## config.mk

```make
export PLATFORM = sky130hd
export DESIGN_NAME = can_dual_failover
export DESIGN_NICKNAME = d
export VERILOG_FILES = /design/src/rtl/can_dual_failover_pkg.sv /design/src/rtl/cdf_seq.sv /design/src/rtl/cdf_chan_drive.sv /design/src/rtl/cdf_sticky.sv /design/src/rtl/can_dual_failover.sv
export SDC_FILE = /design/constraint.sdc
export NUM_CORES = 1
export LEC_CHECK = 0
export BUFFER_PORTS_ARGS = -buffer_cell sky130_fd_sc_hd__buf_2
export CAP_MARGIN = 5
export CORE_UTILIZATION = 25
export CTS_BUF_LIST = sky130_fd_sc_hd__clkbuf_4
export DETAILED_ROUTE_END_ITERATION = 10
export PLACE_DENSITY_LB_ADDON = 0.1
export SYNTH_ARGS = -nofsm -noshare
export SYNTH_HDL_FRONTEND = slang
export SYNTH_HIERARCHICAL = 1
export SYNTH_SLANG_ARGS = --single-unit
```

## constraint.sdc

```tcl
create_clock -name clk_i -period 1.8 [get_ports clk_i]
set_input_delay 0.36 -clock clk_i [delete_from_list [all_inputs] [get_ports clk_i]]
set_output_delay 0.36 -clock clk_i [all_outputs]
set_load 0.01 [all_outputs]
```

## src/rtl/can_dual_failover_pkg.sv

```systemverilog
package can_dual_failover_pkg;

  localparam int unsigned NUM_CH = 2;

  typedef enum logic [3:0] {
    S_IDLE1  = 4'd0,
    S_WAIT1  = 4'd1,
    S_CH1    = 4'd2,
    S_ABORT1 = 4'd3,
    S_WAIT2  = 4'd4,
    S_IDLE2  = 4'd5,
    S_WAIT3  = 4'd6,
    S_CH2    = 4'd7,
    S_ABORT2 = 4'd8,
    S_WAIT4  = 4'd9
  } seq_state_e;

  function automatic logic on_ch2_side(seq_state_e s);
    return (s == S_IDLE2) || (s == S_WAIT3) || (s == S_CH2) ||
           (s == S_ABORT2) || (s == S_WAIT4);
  endfunction

endpackage

```

## src/rtl/cdf_seq.sv

```systemverilog
module cdf_seq
  import can_dual_failover_pkg::*;
(
  input  logic              clk_i,
  input  logic              rst_ni,
  input  logic              host_req1_i,
  input  logic              host_req2_i,
  input  logic [NUM_CH-1:0] ready_i,
  input  logic [NUM_CH-1:0] tx_ok_i,
  input  logic [NUM_CH-1:0] err_pas_i,
  input  logic [NUM_CH-1:0] abort_done_i,
  output seq_state_e        state_o,
  output seq_state_e        next_o,
  output logic              sent_o,
  output logic              both_failed_o
);

  seq_state_e state_q, state_d;
  logic       auto_q;   // idle2 entered straight from wait2

  always_comb begin
    state_d = state_q;
    unique case (state_q)
      S_IDLE1:  if (host_req1_i) state_d = S_WAIT1;
      S_WAIT1:  if (ready_i[0]) state_d = S_CH1;
      S_CH1: begin
        if (tx_ok_i[0])          state_d = S_IDLE1;
        else if (err_pas_i[0])   state_d = S_ABORT1;
      end
      S_ABORT1: state_d = S_WAIT2;
      S_WAIT2:  if (abort_done_i[0]) state_d = S_IDLE2;
      S_IDLE2:  if (auto_q || host_req2_i) state_d = S_WAIT3;
      S_WAIT3:  if (ready_i[1]) state_d = S_CH2;
      S_CH2: begin
        if (tx_ok_i[1])          state_d = S_IDLE2;
        else if (err_pas_i[1])   state_d = S_ABORT2;
      end
      S_ABORT2: state_d = S_WAIT4;
      S_WAIT4:  if (abort_done_i[1]) state_d = S_IDLE1;
      default:  state_d = S_IDLE1;
    endcase
  end

  always_ff @(posedge clk_i or negedge rst_ni) begin
    if (!rst_ni) begin
      state_q <= S_IDLE1;
      auto_q  <= 1'b0;
    end else begin
      state_q <= state_d;
      auto_q  <= (state_q == S_WAIT2) && (state_d == S_IDLE2);
    end
  end

  assign state_o       = state_q;
  assign next_o        = state_d;
  assign sent_o        = ((state_q == S_CH1) && tx_ok_i[0]) ||
                         ((state_q == S_CH2) && tx_ok_i[1]);
  assign both_failed_o = (state_q == S_WAIT4) && abort_done_i[1];

  assert_auto_failover_R5: assert property (@(posedge clk_i) disable iff (!rst_ni)
    (state_q == S_WAIT2 && abort_done_i[0]) |=> ##1 (state_q == S_WAIT3));

  assert_ok_beats_passive_R10: assert property (@(posedge clk_i) disable iff (!rst_ni)
    (state_q == S_CH1 && tx_ok_i[0]) |=> (state_q == S_IDLE1));

  assert_ch2_stays_R7: assert property (@(posedge clk_i) disable iff (!rst_ni)
    (state_q == S_CH2 && tx_ok_i[1]) |=> (state_q == S_IDLE2));

endmodule

```

## src/rtl/cdf_chan_drive.sv

```systemverilog
module cdf_chan_drive
  import can_dual_failover_pkg::*;
#(
  parameter int unsigned SIDE = 0
) (
  input  logic       clk_i,
  input  logic       rst_ni,
  input  seq_state_e next_i,
  input  logic       ready_i,
  input  logic       abort_done_i,
  output logic       tx_req_o,
  output logic       abort_o
);

  localparam seq_state_e WAIT_ST  = (SIDE == 0) ? S_WAIT1  : S_WAIT3;
  localparam seq_state_e ABORT_ST = (SIDE == 0) ? S_ABORT1 : S_ABORT2;
  localparam seq_state_e HOLD_ST  = (SIDE == 0) ? S_WAIT2  : S_WAIT4;

  logic tx_req_q, abort_q;

  always_ff @(posedge clk_i or negedge rst_ni) begin
    if (!rst_ni) begin
      tx_req_q <= 1'b0;
      abort_q  <= 1'b0;
    end else begin
      tx_req_q <= (next_i == WAIT_ST);
      abort_q  <= (next_i == ABORT_ST) || (next_i == HOLD_ST);
    end
  end

  assign tx_req_o = tx_req_q;
  assign abort_o  = abort_q;

  assert_txreq_held_R2: assert property (@(posedge clk_i) disable iff (!rst_ni)
    (tx_req_q && !ready_i) |=> tx_req_q);

  assert_abort_held_R4: assert property (@(posedge clk_i) disable iff (!rst_ni)
    (abort_q && !abort_done_i) |=> abort_q);

endmodule

```

## src/rtl/cdf_sticky.sv

```systemverilog
module cdf_sticky (
  input  logic clk_i,
  input  logic rst_ni,
  input  logic set_i,
  input  logic clear_i,
  output logic flag_o
);

  logic flag_q;

  always_ff @(posedge clk_i or negedge rst_ni) begin
    if (!rst_ni)      flag_q <= 1'b0;
    else if (set_i)   flag_q <= 1'b1;
    else if (clear_i) flag_q <= 1'b0;
  end

  assign flag_o = flag_q;

  assert_flag_sticky_R9: assert property (@(posedge clk_i) disable iff (!rst_ni)
    (flag_q && !clear_i) |=> flag_q);

  assert_set_wins_R9: assert property (@(posedge clk_i) disable iff (!rst_ni)
    set_i |=> flag_q);

endmodule

```

## src/rtl/can_dual_failover.sv

```systemverilog
module can_dual_failover
  import can_dual_failover_pkg::*;
(
  input  logic       clk_i,
  input  logic       rst_ni,
  input  logic       host_req1_i,
  input  logic       host_req2_i,
  input  logic       fail_clear_i,
  input  logic [1:0] eng_ready_i,
  input  logic [1:0] eng_tx_ok_i,
  input  logic [1:0] eng_err_pas_i,
  input  logic [1:0] eng_abort_done_i,
  output logic [1:0] tx_req_o,
  output logic [1:0] abort_o,
  output logic       chan_sel_o,
  output logic       ack_o,
  output logic       success_o,
  output logic       dual_fail_o
);

  seq_state_e state, nxt;
  logic       sent, both_failed;
  logic       sel_q, ack_q, succ_q;

  cdf_seq i_seq (
    .clk_i         (clk_i),
    .rst_ni        (rst_ni),
    .host_req1_i   (host_req1_i),
    .host_req2_i   (host_req2_i),
    .ready_i       (eng_ready_i),
    .tx_ok_i       (eng_tx_ok_i),
    .err_pas_i     (eng_err_pas_i),
    .abort_done_i  (eng_abort_done_i),
    .state_o       (state),
    .next_o        (nxt),
    .sent_o        (sent),
    .both_failed_o (both_failed)
  );

  for (genvar c = 0; c < NUM_CH; c++) begin : g_chan
    cdf_chan_drive #(.SIDE(c)) i_drive (
      .clk_i        (clk_i),
      .rst_ni       (rst_ni),
      .next_i       (nxt),
      .ready_i      (eng_ready_i[c]),
      .abort_done_i (eng_abort_done_i[c]),
      .tx_req_o     (tx_req_o[c]),
      .abort_o      (abort_o[c])
    );
  end

  cdf_sticky i_sticky (
    .clk_i   (clk_i),
    .rst_ni  (rst_ni),
    .set_i   (both_failed),
    .clear_i (fail_clear_i),
    .flag_o  (dual_fail_o)
  );

  always_ff @(posedge clk_i or negedge rst_ni) begin
    if (!rst_ni) begin
      sel_q  <= 1'b0;
      ack_q  <= 1'b0;
      succ_q <= 1'b0;
    end else begin
      sel_q  <= on_ch2_side(nxt);
      ack_q  <= sent;
      succ_q <= sent;
    end
  end

  assign chan_sel_o = sel_q;
  assign ack_o      = ack_q;
  assign success_o  = succ_q;

  assert_one_drive_R11: assert property (@(posedge clk_i) disable iff (!rst_ni)
    $onehot0({tx_req_o, abort_o}));

  assert_pulse_single_R3: assert property (@(posedge clk_i) disable iff (!rst_ni)
    success_o |=> !success_o);

  assert_sel_before_req_R5: assert property (@(posedge clk_i) disable iff (!rst_ni)
    $rose(tx_req_o[1]) |-> (chan_sel_o && $past(chan_sel_o)));

  assert_ch2_abort_held_R8: assert property (@(posedge clk_i) disable iff (!rst_ni)
    (abort_o[1] && !eng_abort_done_i[1]) |=> (abort_o[1] && chan_sel_o));

  always_comb begin
    if (rst_ni) assert_reqs_side_R6: assert (!(tx_req_o[1] && state == S_WAIT1));
  end

endmodule

```

==> reports/metrics.yaml, run 1 <==
drv_slew: 0
nNetsFinal: 107
io_buffers: 20
crit_slowest_cell: "dfrtp_1"
placementRows: 18
cts_sinks: 12
routed_wl_um: 1620
area_delta_synth_final_pct: 31.5
synth_most_common_cell: "dfrtp_1"
worstPathRequired_ns: 1.99
ys_warn_count: 6
synth_nets: 78
ys_types: 34
grt_max_degree: 14
synth_ff_type: "dfrtp_1"
drv_cap: 0
start_util_pct: 26.5
fin_skew_ns: 0.00684
status: "finished clean"
synth_area_leader_cell: "dfrtp_1"
die_height_um: 53.5
ir_drop_mv: 0.717
cts_buffer_depth: 2
yosys.area.top_type_share_pct: 45.3
hold_path_end: "i_sticky/flag_o"
start_kind: "flop"
post_cts_buffers: 0
viasPerCell: 5.02
grt_use_total_pct: 13.2
r2r_setup_slack_ns: 0.09
netlist_top_cells_area: "dfrtp_1 45%, nor3b_1 5.7%, nor2_1 3.4%"
drc: 0
instances_no_fill: 123
rr_endpoint: "g_chan[0].i_drive/abort_o"
syn_inst: 65
hold_ws_ns: 0.342
synth-edff-count: 0
antenna_found_initial: 0
ctsHtreeMaxLevel: 1
synth-async-reset-ratio_pct: 100
max_freq_mhz: 583
die_area_mm2: 0.00286
postLayoutCoreUtil_pct: 34.9
antenna_left: 0
ys_seq_area_share_pct: 45.3
wire_per_inst_um: 13.2
avgSynthCellArea_um2: 10.2
cpPeakStageDelay_ns: 0.42
cp_max_fo: 6
critPathKind: "flop to flop"
clkTransAtPathRegs_ns: 0.08
place_congestion: 0.775
grt_pass1_vias: 551
p_leak_nw: 0.426
dp_cells: 118
hpwl_um: 1180
min_from: "fail_clear_i"
p_per_area_mw_per_mm2: 1610
num_vias: 617
fill_cells: 254
min_delay_path_depth: 3
drt_iter0_markers: 14
final.setup.tns_ns: 0
grt_util_met1_pct: 16.5
finalCritPeriodShare_pct: 95.2
yosys-top-cells-count: "12 x dfrtp_1, 6 x nor2_1, 5 x nor3b_1"
setup_viol: 0
grt_use_met2_pct: 20.6
end_kind: "flop"
finalHoldViolations: 0
dieWidth_um: 53.5
overflow: 0
drt_pass1_iterations: 4
r2r.worst_path.cells: 6
drive_above_1_share_pct: 39.8
busiest_layer: "met2"
clock_latency_ns: 0.27
tightest_slew_ns: 0.347
cts_root_buf: "clkbuf_4"
num_antenna_cells: 0
timing.rr.start: "i_seq/state_o[0]"
io-pin-count: 21
cts_tree: "yes"
syn_area_um2: 663
critPathArrivalTime_ns: 1.91
numCtsBuffers: 3
relSlewSlack_pct: 76.8
synth-seq-cells: 12
grt_pass1_wl_um: 2570
min_path_type: "input port to flop"
coreArea_mm2: 0.00250
period_needed_ns: 1.71
cp_cell_sequence: "nor2b_2, a211oi_1, o32ai_1, buf_4, or3b_1, a21oi_1"
grt_use_met3_pct: 5.46
==> layout make-up <==
class                      instances  area (um^2)  share of cell area, %
sequential                        12          302                   34.6
multi-input combinational         47          329                   37.7
clock inverter                     1         3.75                  0.430
tap                               30         37.5                   4.30
timing repair buffer              29          174                   19.9
clock buffer                       3         22.5                   2.58
inverter                           1         3.75                  0.430
==> cell families (layout without fill, tap and decap cells) <==
logic type	Yosys count	count (layout)	share of synthesized area [%]
and+or+nand+nor	34	34	34.9
AOI/OAI and AO/OA	13	13	13.8
DFF	12	12	45.3
buffers and inverters	6	34	6.04
==> placed cells by master (no fill, tap or decap), types with 2 or more instances in the layout <==
master | netlist | final
a31oi_1 | 2 | 2
nor2_1 | 6 | 6
o21ai_1 | 2 | 2
nor3b_1 | 5 | 5
clkbuf_4 | 0 | 3
nand2_1 | 4 | 4
nand4_1 | 2 | 2
buf_4 | 2 | 7
nand3_1 | 2 | 2
buf_2 | 2 | 20
a21oi_1 | 2 | 2
dfrtp_1 | 12 | 11
nand2b_1 | 2 | 2
==> per-stage QoR <==
stage / cell area, um^2 / total power, mW / setup WS (ns)
floorplan: 663 / 0.913 / 0.0503
global placement: 825 / 1.21 / 0.0553
detailed placement: 825 / 1.20 / 0.0644
CTS: 861 / 1.39 / 0.0345
global route: 872 / 1.51 / -0.0486
finish: 872 / 1.40 / 0.0858
==> power breakdown <==
group	internal, mW	total [mW]	switching, mW	leakage, nW
Combinational	0.407	0.790	0.383	0.257
Sequential	0.362	0.441	0.0794	0.154
Clock	0.0802	0.172	0.0922	0.0154
Total	0.849	1.40	0.554	0.426
==> flip-flops by register name (all words and copies together) (netlist names) <==
name and flops:
i_seq/state_o 4, g_chan.i_drive/abort_o 2, g_chan.i_drive/tx_req_o 2, chan_sel_o 1
i_seq/auto_q 1, i_sticky/flag_o 1, success_o 1
==> layer usage <==
metal  wire length (um)  part of all wire, %
met5                  0                    0
met4                 10                 0.62
met3                109                  6.7
met2                723                   45
met1                777                   48
==> worst max-delay path, delay by kind of cell (launching register included) <==
family / cells / cell delay [ns]
flops: 1 / 0.42
buf+inv: 1 / 0.17
compound gates: 3 / 0.50
simple gates: 2 / 0.55
==> timing repair <==
action | 4_1_cts | 5_1_grt
gates resized for setup | 0 | 3
hold endpoints to repair | 12 | 0
hold buffers | 1 | 0
setup endpoints to repair | 0 | 4
==> worst max path at each step <==
stage	cells past startpoint	endpoint	start	slack, ns
6_report	6	g_chan[0].i_drive/abort_o	i_seq/state_o[0]	0.09
5_1_grt	7	g_chan[0].i_drive/tx_req_o	i_seq/state_o[1]	-0.05
4_1_cts	7	chan_sel_o	i_seq/state_o[2]	0.03
3_5_place_dp	7	chan_sel_o	i_seq/state_o[2]	0.06
3_3_place_gp	7	chan_sel_o	i_seq/state_o[2]	0.06
2_1_floorplan	5	g_chan[0].i_drive/abort_o	i_seq/state_o[1]	0.05
Note: power is estimated with default switching activity, not from simulation.
==> run 2: changes to the inputs <==
ABC_AREA = 1   (was unset)
CORE_MARGIN = 4   (was unset)
==> run 2 against run 1 <==
Compared with the run above: sequential share of layout area fell by 0.49 points; largest cell class unchanged; area after synthesis is 6.4% higher; critical path depth is 2 higher; sequential cell count is the same; synthesized cell count increased by 65%; clock skew shrank 0.0028 ns; critical path type unchanged; highest routed layer unchanged.
==> reports/metrics.yaml, run 2 <==
status: "finished clean"
layout_common_cells: "34 x nand2_1, 20 x buf_2, 19 x inv_1, 19 x nor2_1, 12 x dfrtp_1"
p_leak_nw: 0.546
grt_use_total_pct: 9.75
grt_max_degree: 13
drc: 0
finalHoldViolations: 0
synth-edff-count: 0
relSlewSlack_pct: 79.3
min_path_type: "input port to flop"
clock_latency_ns: 0.27
drt_iter0_markers: 9
p_per_area_mw_per_mm2: 1420
cts_root_buf: "clkbuf_4"
tightest_slew_ns: 0.311
synth-async-reset-ratio_pct: 100
antenna_found_initial: 0
postLayoutCoreUtil_pct: 32.2
routed_wl_um: 1710
final_common_cell: "nand2_1"
ys_types: 18
coreArea_mm2: 0.00273
ys_warn_count: 6
ys_seq_area_share_pct: 42.6
synth_nets: 120
drv_cap: 0
instances_no_fill: 163
synth-seq-cells: 12
wire_per_inst_um: 10.5
cp_cell_sequence: "nor2_1, nand2_1, nor2_1, nor2_1, nand2_1, inv_1, nand3_1, nand2_1"
dp_cells: 158
place_congestion: 0.786
cts_buffer_depth: 2
clkTransAtPathRegs_ns: 0.08
rsz0062_at_grt: "false"
largest_reg_flops: 4
critPathKind: "flop to flop"
max_freq_mhz: 669
worstPathRequired_ns: 1.97
yosys.area.top_type_share_pct: 42.6
num_vias: 700
drive_above_1_share_pct: 23.5
num_antenna_cells: 0
critPathTopFamily: "simple AND/OR/NAND/NOR gates"
antenna_left: 0
io_buffers: 20
area_delta_synth_final_pct: 24.8
cts_sinks: 12
viasPerCell: 4.29
ir_drop_mv: 0.543
netlist_top_cells_area: "dfrtp_1 43%, nand2_1 18%, inv_1 10%"
cpPeakStageDelay_ns: 0.45
syn_area_um2: 706
placementRows: 19
io-pin-count: 21
dieWidth_um: 61.1
fin_skew_ns: 0.00406
post_cts_buffers: 0
syn_inst: 107
grt_pass1_vias: 655
yosys-top-cells-count: "34 x nand2_1, 19 x inv_1, 19 x nor2_1"
drt_pass1_iterations: 4
finalCritPeriodShare_pct: 83.0
die_height_um: 61.1
grt_pass1_wl_um: 2700
setup_viol: 0
die_area_mm2: 0.00374
cts_resized: 0
numCtsBuffers: 3
start_kind: "flop"
nNetsFinal: 146
hold_buffers: 1
avgSynthCellArea_um2: 6.60
hpwl_um: 1300
crit_slowest_cell: "dfrtp_1"
overflow: 0
synth_area_leader_cell: "dfrtp_1"
final.setup.tns_ns: 0
ctsHtreeMaxLevel: 1
cts_tree: "yes"
synth_most_common_cell: "nand2_1"
synth_ff_type: "dfrtp_1"
critPathArrivalTime_ns: 1.66
end_kind: "flop"
cp_max_fo: 7
start_util_pct: 25.8
drv_slew: 0
cp_num_buf_inv: 1
period_needed_ns: 1.49
[run 2: cell count changes after synthesis, moves of 5 or more]
cell / change
nor3b_1: -5
inv_1: +18
nand3_1: +6
nor2_1: +13
nand2_1: +30
[run 2: worst min-delay path: cells and delay by family]
kind	cells	cell delay [ns]
buffers and inverters	2	0.10
AND/OR/NAND/NOR	2	0.09
[run 2: report_power, final]
group | switching (mW) | leakage (nW) | internal (mW) | total, mW
Clock | 0.0978 | 0.0154 | 0.0802 | 0.178
Sequential | 0.0704 | 0.156 | 0.356 | 0.426
Combinational | 0.417 | 0.374 | 0.227 | 0.643
[run 2: stage by stage]
stage / setup slack, ns / power (mW) / hold slack, ns / cell area, um^2
after global routing: 0.0981 / 1.39 / 0.318 / 881
after global placement: 0.319 / 1.07 / 0.263 / 845
after floorplan: 0.453 / 0.891 / 0.0644 / 706
after detailed placement: 0.297 / 1.08 / 0.267 / 845
after CTS: 0.319 / 1.27 / 0.299 / 881
final: 0.306 / 1.25 / 0.309 / 881
[run 2: final timing paths]
path                                       start                         end  slack, ns  depth (start not counted)
worst min-delay path                fail_clear_i             i_sticky/flag_o       0.31                          4
worst max-delay path            i_seq/state_o[2]                  chan_sel_o       0.31                          8
worst max register to register  i_seq/state_o[2]                  chan_sel_o       0.31                          8
max in group asynchronous                 rst_ni  g_chan[0].i_drive/tx_req_o       1.06                          2
min in group asynchronous                 rst_ni                   success_o       0.50                          2
worst min register to register   i_sticky/flag_o             i_sticky/flag_o       0.48                          2
[run 2: layout make-up]
class,count,area (um^2)
fillers,315,1850
multi-input cells,73,319
flip-flops and latches,12,300
repair buffers,22,118
inverters,21,78.8
well taps,31,38.8
clock buffers,3,22.5
clock inverters,1,3.75
[run 2: kinds of logic (layout without fill, tap and decap cells)]
kind of cell	after synthesis	count (layout)	synth area share (%)
DFF	12	12	42.6
AOI/OAI and AO/OA	5	5	4.43
buffers and inverters	22	47	12.2
and+or+nand+nor	68	68	40.8
[run 2: routing by layer]
layer	share of wire (%)	up-vias	routed length, um	GRT usage [%]
li1	-	374	-	-
met1	46	308	792	10.8
met2	48	16	814	17.7
met3	5.0	2	85	1.89
met4	1.2	0	21	4.64
met5	0	-	0	0
